[src/rtl/emr_pkg.sv]
package emr_pkg;
    localparam int MSG_W_DEF   = 67;
    localparam int LOW_MIN_DEF = 32;
    localparam int DIV_LOG_DEF = 8;
endpackage

[src/rtl/emr_pace_div.sv]
module emr_pace_div #(
    parameter int DIV_LOG = 8,
    parameter int SEL_W   = $clog2(DIV_LOG)
) (
    input  logic             clk,
    input  logic             rst,
    input  logic [SEL_W-1:0] sel,
    output logic             tick
);
    typedef struct packed {
        logic [DIV_LOG-1:0] cnt;
    } pace_t;

    pace_t pace_d, pace_q;
    logic [DIV_LOG-1:0] mask;

    always_comb begin
        mask = '0;
        for (int i = 0; i < DIV_LOG; i++) begin
            mask[i] = (i <= int'(sel));
        end
        tick       = ((pace_q.cnt & mask) == mask);
        pace_d     = pace_q;
        pace_d.cnt = pace_q.cnt + 1'b1;
    end

    always_ff @(posedge clk) begin
        if (rst) pace_q <= '0;
        else     pace_q <= pace_d;
    end
endmodule

[src/rtl/emr_flag_gate.sv]
module emr_flag_gate #(
    parameter int LOW_MIN = 32,
    parameter int GAP_W   = $clog2(LOW_MIN + 1)
) (
    input  logic clk,
    input  logic rst,
    input  logic report_in,
    output logic flag
);
    typedef struct packed {
        logic             flag;
        logic             pend;
        logic [GAP_W-1:0] gap;
    } gate_t;

    gate_t gate_d, gate_q;

    always_comb begin
        gate_d = gate_q;
        if (gate_q.flag) begin
            gate_d.flag = 1'b0;
            gate_d.gap  = GAP_W'(LOW_MIN - 1);
        end else if (gate_q.gap != '0) begin
            gate_d.gap = gate_q.gap - 1'b1;
        end else if (gate_q.pend) begin
            gate_d.flag = 1'b1;
            gate_d.pend = 1'b0;
        end
        if (report_in) gate_d.pend = 1'b1;
    end

    always_ff @(posedge clk) begin
        if (rst) gate_q <= '0;
        else     gate_q <= gate_d;
    end

    assign flag = gate_q.flag;
endmodule

[src/rtl/emr_shift_unload.sv]
module emr_shift_unload #(
    parameter int W = 67
) (
    input  logic         clk,
    input  logic         rst,
    input  logic         load,
    input  logic [W-1:0] src,
    input  logic         shift,
    output logic [W-1:0] word
);
    typedef struct packed {
        logic [W-1:0] sr;
    } unl_t;

    unl_t unl_d, unl_q;

    always_comb begin
        unl_d = unl_q;
        if (load)       unl_d.sr = src;
        else if (shift) unl_d.sr = {1'b0, unl_q.sr[W-1:1]};
    end

    always_ff @(posedge clk) begin
        if (rst) unl_q <= '0;
        else     unl_q <= unl_d;
    end

    assign word = unl_q.sr;
endmodule

[src/rtl/emr_report_chain.sv]
module emr_report_chain import emr_pkg::*; #(
    parameter int MSG_W   = MSG_W_DEF,
    parameter int LOW_MIN = LOW_MIN_DEF,
    parameter int DIV_LOG = DIV_LOG_DEF,
    localparam int SEL_W  = $clog2(DIV_LOG)
) (
    input  logic             clk,
    input  logic             rst,
    input  logic [MSG_W-1:0] emr_in,
    input  logic             emr_valid,
    input  logic [SEL_W-1:0] div_sel,
    input  logic             upd_ce,
    input  logic             shift_load,
    input  logic             shift_en,
    output logic             shift_out,
    output logic             crc_error,
    output logic             pace_tick
);
    typedef struct packed {
        logic [MSG_W-1:0] emr;
        logic [MSG_W-1:0] upd;
        logic             pend;
    } chain_t;

    chain_t chain_d, chain_q;
    logic   upd_block, upd_wr;
    logic [MSG_W-1:0] upd_word, sh_word;

    always_comb begin
        upd_block = upd_ce && shift_load;
        upd_wr    = chain_q.pend && !upd_block;
        chain_d   = chain_q;
        if (upd_wr) begin
            chain_d.upd  = chain_q.emr;
            chain_d.pend = 1'b0;
        end
        if (emr_valid) begin
            chain_d.emr  = emr_in;
            chain_d.pend = 1'b1;
        end
    end

    always_ff @(posedge clk) begin
        if (rst) chain_q <= '0;
        else     chain_q <= chain_d;
    end

    assign upd_word = chain_q.upd;

    emr_shift_unload #(.W(MSG_W)) u_shift (
        .clk   (clk),
        .rst   (rst),
        .load  (upd_block),
        .src   (upd_word),
        .shift (shift_en),
        .word  (sh_word)
    );

    emr_flag_gate #(.LOW_MIN(LOW_MIN)) u_gate (
        .clk       (clk),
        .rst       (rst),
        .report_in (upd_wr),
        .flag      (crc_error)
    );

    emr_pace_div #(.DIV_LOG(DIV_LOG)) u_pace (
        .clk  (clk),
        .rst  (rst),
        .sel  (div_sel),
        .tick (pace_tick)
    );

    assign shift_out = sh_word[0];
endmodule

[config.mk]
export PLATFORM = sky130hd
export DESIGN_NAME = emr_report_chain
export DESIGN_NICKNAME = d
export VERILOG_FILES = /design/src/rtl/emr_pkg.sv /design/src/rtl/emr_pace_div.sv /design/src/rtl/emr_flag_gate.sv /design/src/rtl/emr_shift_unload.sv /design/src/rtl/emr_report_chain.sv
export SDC_FILE = /design/constraint.sdc
export NUM_CORES = 1
export LEC_CHECK = 0
export ABC_CLOCK_PERIOD_IN_PS = 2200
export BUFFER_PORTS_ARGS = -buffer_cell sky130_fd_sc_hd__buf_2
export CORE_ASPECT_RATIO = 2
export CORE_MARGIN = 5
export CORE_UTILIZATION = 25
export DETAILED_ROUTE_END_ITERATION = 10
export GPL_TIMING_DRIVEN = 0
export MAX_ROUTING_LAYER = met4
export PLACE_DENSITY = 0.5
export RECOVER_POWER = 50
export REMOVE_ABC_BUFFERS = 1
export SYNTH_ARGS = -nofsm -noshare
export SYNTH_HDL_FRONTEND = slang
export SYNTH_SLANG_ARGS = --single-unit
[constraint.sdc]
create_clock -name clk -period 2.2 [get_ports clk]
set_input_delay 0.22 -clock clk [delete_from_list [all_inputs] [get_ports clk]]
set_output_delay 0.22 -clock clk [all_outputs]
set_load 0.02 [all_outputs]
== Yosys cells after proc, flatten, opt, wreduce, memory -nomap -nowiden ==
Cells that the tools add are included.

* Flip-flop bits (word level): 218
* Input bits: 76
* Output and inout port bits: 3

* Add/subtract/negate cells: 2
* $lt $le $gt $ge: 7
* Equality and inequality tests: 3
* Mux-type cells: 10
* Bitwise gates (word level): 1
* Reductions and logical operators: 10

{| class="wikitable"
|+ Operators by type and width
! kind !! count
|-
| $mux 67 || 2
|-
| $le 3x3->1 const A || 4
|-
| $mux 5 || 2
|-
| $add 8x1->8 const B || 1
|-
| $and 8x8->8 || 1
|-
| $eq 8x8->1 || 1
|-
| $le 2x3->1 const A || 2
|-
| $reduce_bool 2->1 || 3
|-
| $reduce_bool 6->1 || 1
|-
| $sub 6x1->6 const B || 1
|-
| $mux 1 || 5
|-
| $ne 2x1->1 const B || 2
|-
| $le 1x3->1 const A || 1
|-
| $reduce_or 3->1 || 1
|-
| $logic_and 1x1->1 || 2
|-
| $mux 2 || 1
|-
| $reduce_and 2->1 || 1
|-
| $reduce_or 2->1 || 1
|-
| $logic_not 1->1 || 1
|}

== Depth between registers and ports, before layout ==
* Depth after elaboration: 5
* Gate-level depth with buffers: 7
* Mapped depth without buffers: 6

== Hierarchy ==
A second synthesis with hierarchy kept.

* Cells, all modules: 899
* Area total of the unflattened synthesis: 9316.4 um2

{| class="wikitable"
|+ Modules (own cells, without submodules)
! module !! times used !! cells an instance !! area each (um2) !! seq. area each (um2)
|-
| emr_report_chain || 1 || 512 || 5393.9 || 2702.6
|-
| emr_shift_unload || 1 || 298 || 3158.0 || 1341.3
|-
| emr_flag_gate || 1 || 46 || 400.4 || 160.2
|-
| emr_pace_div || 1 || 43 || 364.1 || 160.2
|}

== Worst setup path after synthesis ==
Ideal clock, no wire load.

* Path kind: register to register
* Start: reg u_gate.gate_q[0] (netlist name)
* End: reg u_gate.gate_q[4] (netlist name)
* Arrival time: 1433 ps
* Slack: 693 ps
* Cell stages (with the launch flop): 6
* Clock period less this slack: 1507 ps
* Cells stage by stage: dfxtp_1 -> inv_1 -> ha_1 -> or3b_4 -> or3b_1 -> a31oi_1

* Longest elaborated chain between the ends: 3
* Elaborated cells on any way between the ends: 5
* Those cells by class: 1 x add/sub; 2 x mux; 2 x reduce/logical

{| class="wikitable"
|+ Ends and longest elaborated chain
! element !! line !! RTL
|-
| start, declared || emr_flag_gate.sv:16 || <nowiki>gate_t gate_d, gate_q;</nowiki>
|-
| start signal, assigned || emr_flag_gate.sv:34 || <nowiki>else gate_q <= gate_d;</nowiki>
|-
| $sub 6x1->6 || emr_flag_gate.sv:24 || <nowiki>gate_d.gap = gate_q.gap - 1'b1;</nowiki>
|-
| $mux 5 || emr_flag_gate.sv:23 || <nowiki>end else if (gate_q.gap != '0) begin</nowiki>
|-
| $mux 5 || emr_flag_gate.sv:20 || <nowiki>if (gate_q.flag) begin</nowiki>
|}

Several ways; a longest one is shown, not always the timed one. The select of a mux whose other input is x is not followed.
A chain may end at the register's enable or synchronous reset.

==> metrics <==
CTS clk-pin slew, worst paths=60 ps; post-synth top area cell=dfxtp_1; Final ANT Viol Nets=0; total gr overflow=0; Top Ports=79; Initial Util=0.252; path depth of the worst reg2reg path=6; Core Region=32800 sq um; CP startpoint=emr_valid; row cnt=94; worst reg-to-reg setup slack=550 ps; Die H=267 um; n_diodes=0; FMAX=0.520 GHz; Final Core Density=0.316; worst r2r src=u_gate.gate_q[0]$_SDFFE_PP0P_; Post-Route WL=18.5 mm; Seq pwr share=0.484; CP Buf/Inv Count=2; Net Switching=2.20 mW; combinational share of power=0.111; synthesis-to-finish area growth=25.0%; synth unique cells=31; #FFs+latches synth=218; hold_ws=27.2 ps; Post-synth ARST share=0; sequential area share after synthesis=0.527; Worst Path Max Fanout=35; list of most frequent post-synthesis cells=218 x dfxtp_1, 144 x nor2_1, 139 x nand2_1; hpwl dp=10.9 mm; Cells on Worst Hold Path=3; Avg Inst Size Synth=9.31 sq um; clock tree buffer depth=3; max-slew violations=0; Primary FF master, synth=dfxtp_1; Slew headroom=0.171; worst hold path type=in2reg; unrepaired setup endpoints after global routing=no; Post-synth EDFFs=0; first-pass GRT wire length=31.3 mm; detailed router's first-iteration violation count=198; Mapped Area=8280 sq um; port buffer count=78; die area=37100 sq um; clock root buffer=clkbuf_16; slowest CP cell=clkbuf_2; number of global-route vias before repair=6357; DRC Markers=0; Clk pwr share=0.405; share of the synthesized area in the top cell type=0.527; Crit path required time=2550 ps; CTS Buf Count=22; Worst Path Arrival=2280 ps; Worst Skew=14.6 ps; Slew @ Worst Pin=1240 ps; CP Cell Sequence=clkbuf_2 > clkbuf_4 > mux2i_1 > nor2_1; cells after synthesis=890; count of final hold-check violations=0; synth top area cells=dfxtp_1 53%, mux2i_1 16%, nor2_1 6.5%; overall routing resource usage=0.103; CP endpoint=chain_q[107]$_SDFFE_PP0P_; Sw Ratio=0.247; Crit path max-delay family=buffers and inverters; clk sinks=218; Warnings, synthesis=0; critical path's largest stage delay=880 ps; most frequent cell after synthesis=dfxtp_1; WS Path Type=in2reg; Vias per Instance=4.34; global placement routability congestion=0.683; fin nets=1075; CTS tree=built; Clock Latency Late Sink=510 ps; share of cells above drive strength 1=0.121; Crit path depth=4; Setup WS post-layout=275 ps; Crit. End Element=flip-flop; final period utilization=0.875; initial antenna violation count=0; largest net degree at the start of global routing=116; H-tree depth=1; Worst setup SP type=input port; pre-CTS setup slack=-301 ps; Int Pwr=6.72 mW; pwr dens=861 nW/um^2; Leakage=4.23 nW; RR Endpoint=u_gate.gate_q[1]$_SDFFE_PP0P_; final critical-path required period=1920 ps; Max VDD drop=0.000419 V; die width=139 um; first drt pass iteration count=4; total number of vias=6270; Avg WL per Cell=12.8 um; # resized after CTS=0; Power, Total=8.92 mW; max_cap viols=0; final setup vio count=0; run status=complete, no violations
-- tightest hold or removal path: stages --
cell and delay, ps:
buf_2 130, nand3_1 80, a21oi_1 60
-- how the worst min path moves through the flow --
stage,from,endpoint
CTS,upd_ce,u_shift.word[66]$_SDFFE_PP0P_
floorplan,rst,u_pace.pace_q[0]$_SDFF_PP0_
global route,upd_ce,u_shift.word[66]$_SDFFE_PP0P_
detailed placement,chain_q[90]$_SDFFE_PP0P_,upd_word[22]$_SDFFE_PP0P_
finish,upd_ce,u_shift.word[66]$_SDFFE_PP0P_
global placement,chain_q[121]$_SDFFE_PP0P_,upd_word[53]$_SDFFE_PP0P_
-- routing by layer --
layer | part of all wire | GRT usage
met1 | 0.40 | 0.111
met2 | 0.53 | 0.189
met3 | 0.031 | 0.0147
met4 | 0.030 | 0.0421
met5 | 0 | -
-- power by group through the flow --
stage	clock, mW	sequential [mW]	combinational, mW
after floorplan	0	4.37	0.591
after global placement	0	4.40	0.927
after detailed placement	0	4.41	0.917
after CTS	3.79	4.32	1.02
after global routing	3.95	4.34	1.13
final	3.61	4.32	0.989
-- placed cells by master (no fill, tap or decap), types with 2 or more instances in the layout --
| cell type | n |
|---|---|
| dlygate4sd3_1 | 70 |
| nand2_1 | 137 |
| nand3_1 | 4 |
| and3_1 | 2 |
| clkbuf_8 | 4 |
| xor2_1 | 2 |
| nand2_4 | 2 |
| dfxtp_1 | 218 |
| a21oi_1 | 74 |
| a31oi_1 | 3 |
| clkinvlp_4 | 2 |
| clkbuf_4 | 3 |
| nor3_1 | 2 |
| nor2b_1 | 2 |
| clkbuf_16 | 23 |
| a311oi_1 | 2 |
| a211oi_1 | 67 |
| xnor2_1 | 3 |
| clkbuf_1 | 5 |
| ha_1 | 2 |
| nor2_1 | 144 |
| mux2i_1 | 134 |
| clkbuf_2 | 2 |
| o21ai_0 | 4 |
| clkinv_2 | 5 |
| buf_2 | 75 |
| inv_1 | 5 |
| or3_1 | 4 |
| o31ai_1 | 2 |
-- cell families (layout without fill, tap and decap cells) --
kind of cell,after synthesis,count (layout),synth area share
muxes,135,135,0.163
buffers and inverters,74,196,0.0414
DFF,218,218,0.527
adders and majority gates,2,2,0.00302
xor gates and xnor gates,5,5,0.00529
AOI/OAI and AO/OA,153,153,0.115
and+or+nand+nor,303,303,0.145
-- through the flow --
stage	area [sq um]	std cells	setup TNS, ps
global route	10400	1444	0
detailed placement	9030	1335	-13730
finish	10400	1444	0
CTS	10400	1444	0
floorplan	7960	821	-193830
global placement	8890	1331	-626080
-- final cells by class --
type                    count  area, sq um
multi-input cells         598         3590
well taps                 432          541
fillers                  3431        22500
clock buffers              32          649
clock inverters             7         40.0
inverters                   5         18.8
repair buffers            152         1150
flip-flops and latches    218         4360
-- flip-flops by register name, summed over array words and instances (netlist names) --
name,flops
u_gate.flag,1
u_pace.pace_q,8
chain_q,68
u_gate.gate_q,7
u_shift.word,67
upd_word,67
-- timing repair --
action / CTS / global route
hold buffers: 70 / 0
buffers inserted: 0 / 0
endpoints found under the hold margin: 68 / 0
Power figures use the tool's default switching activity.
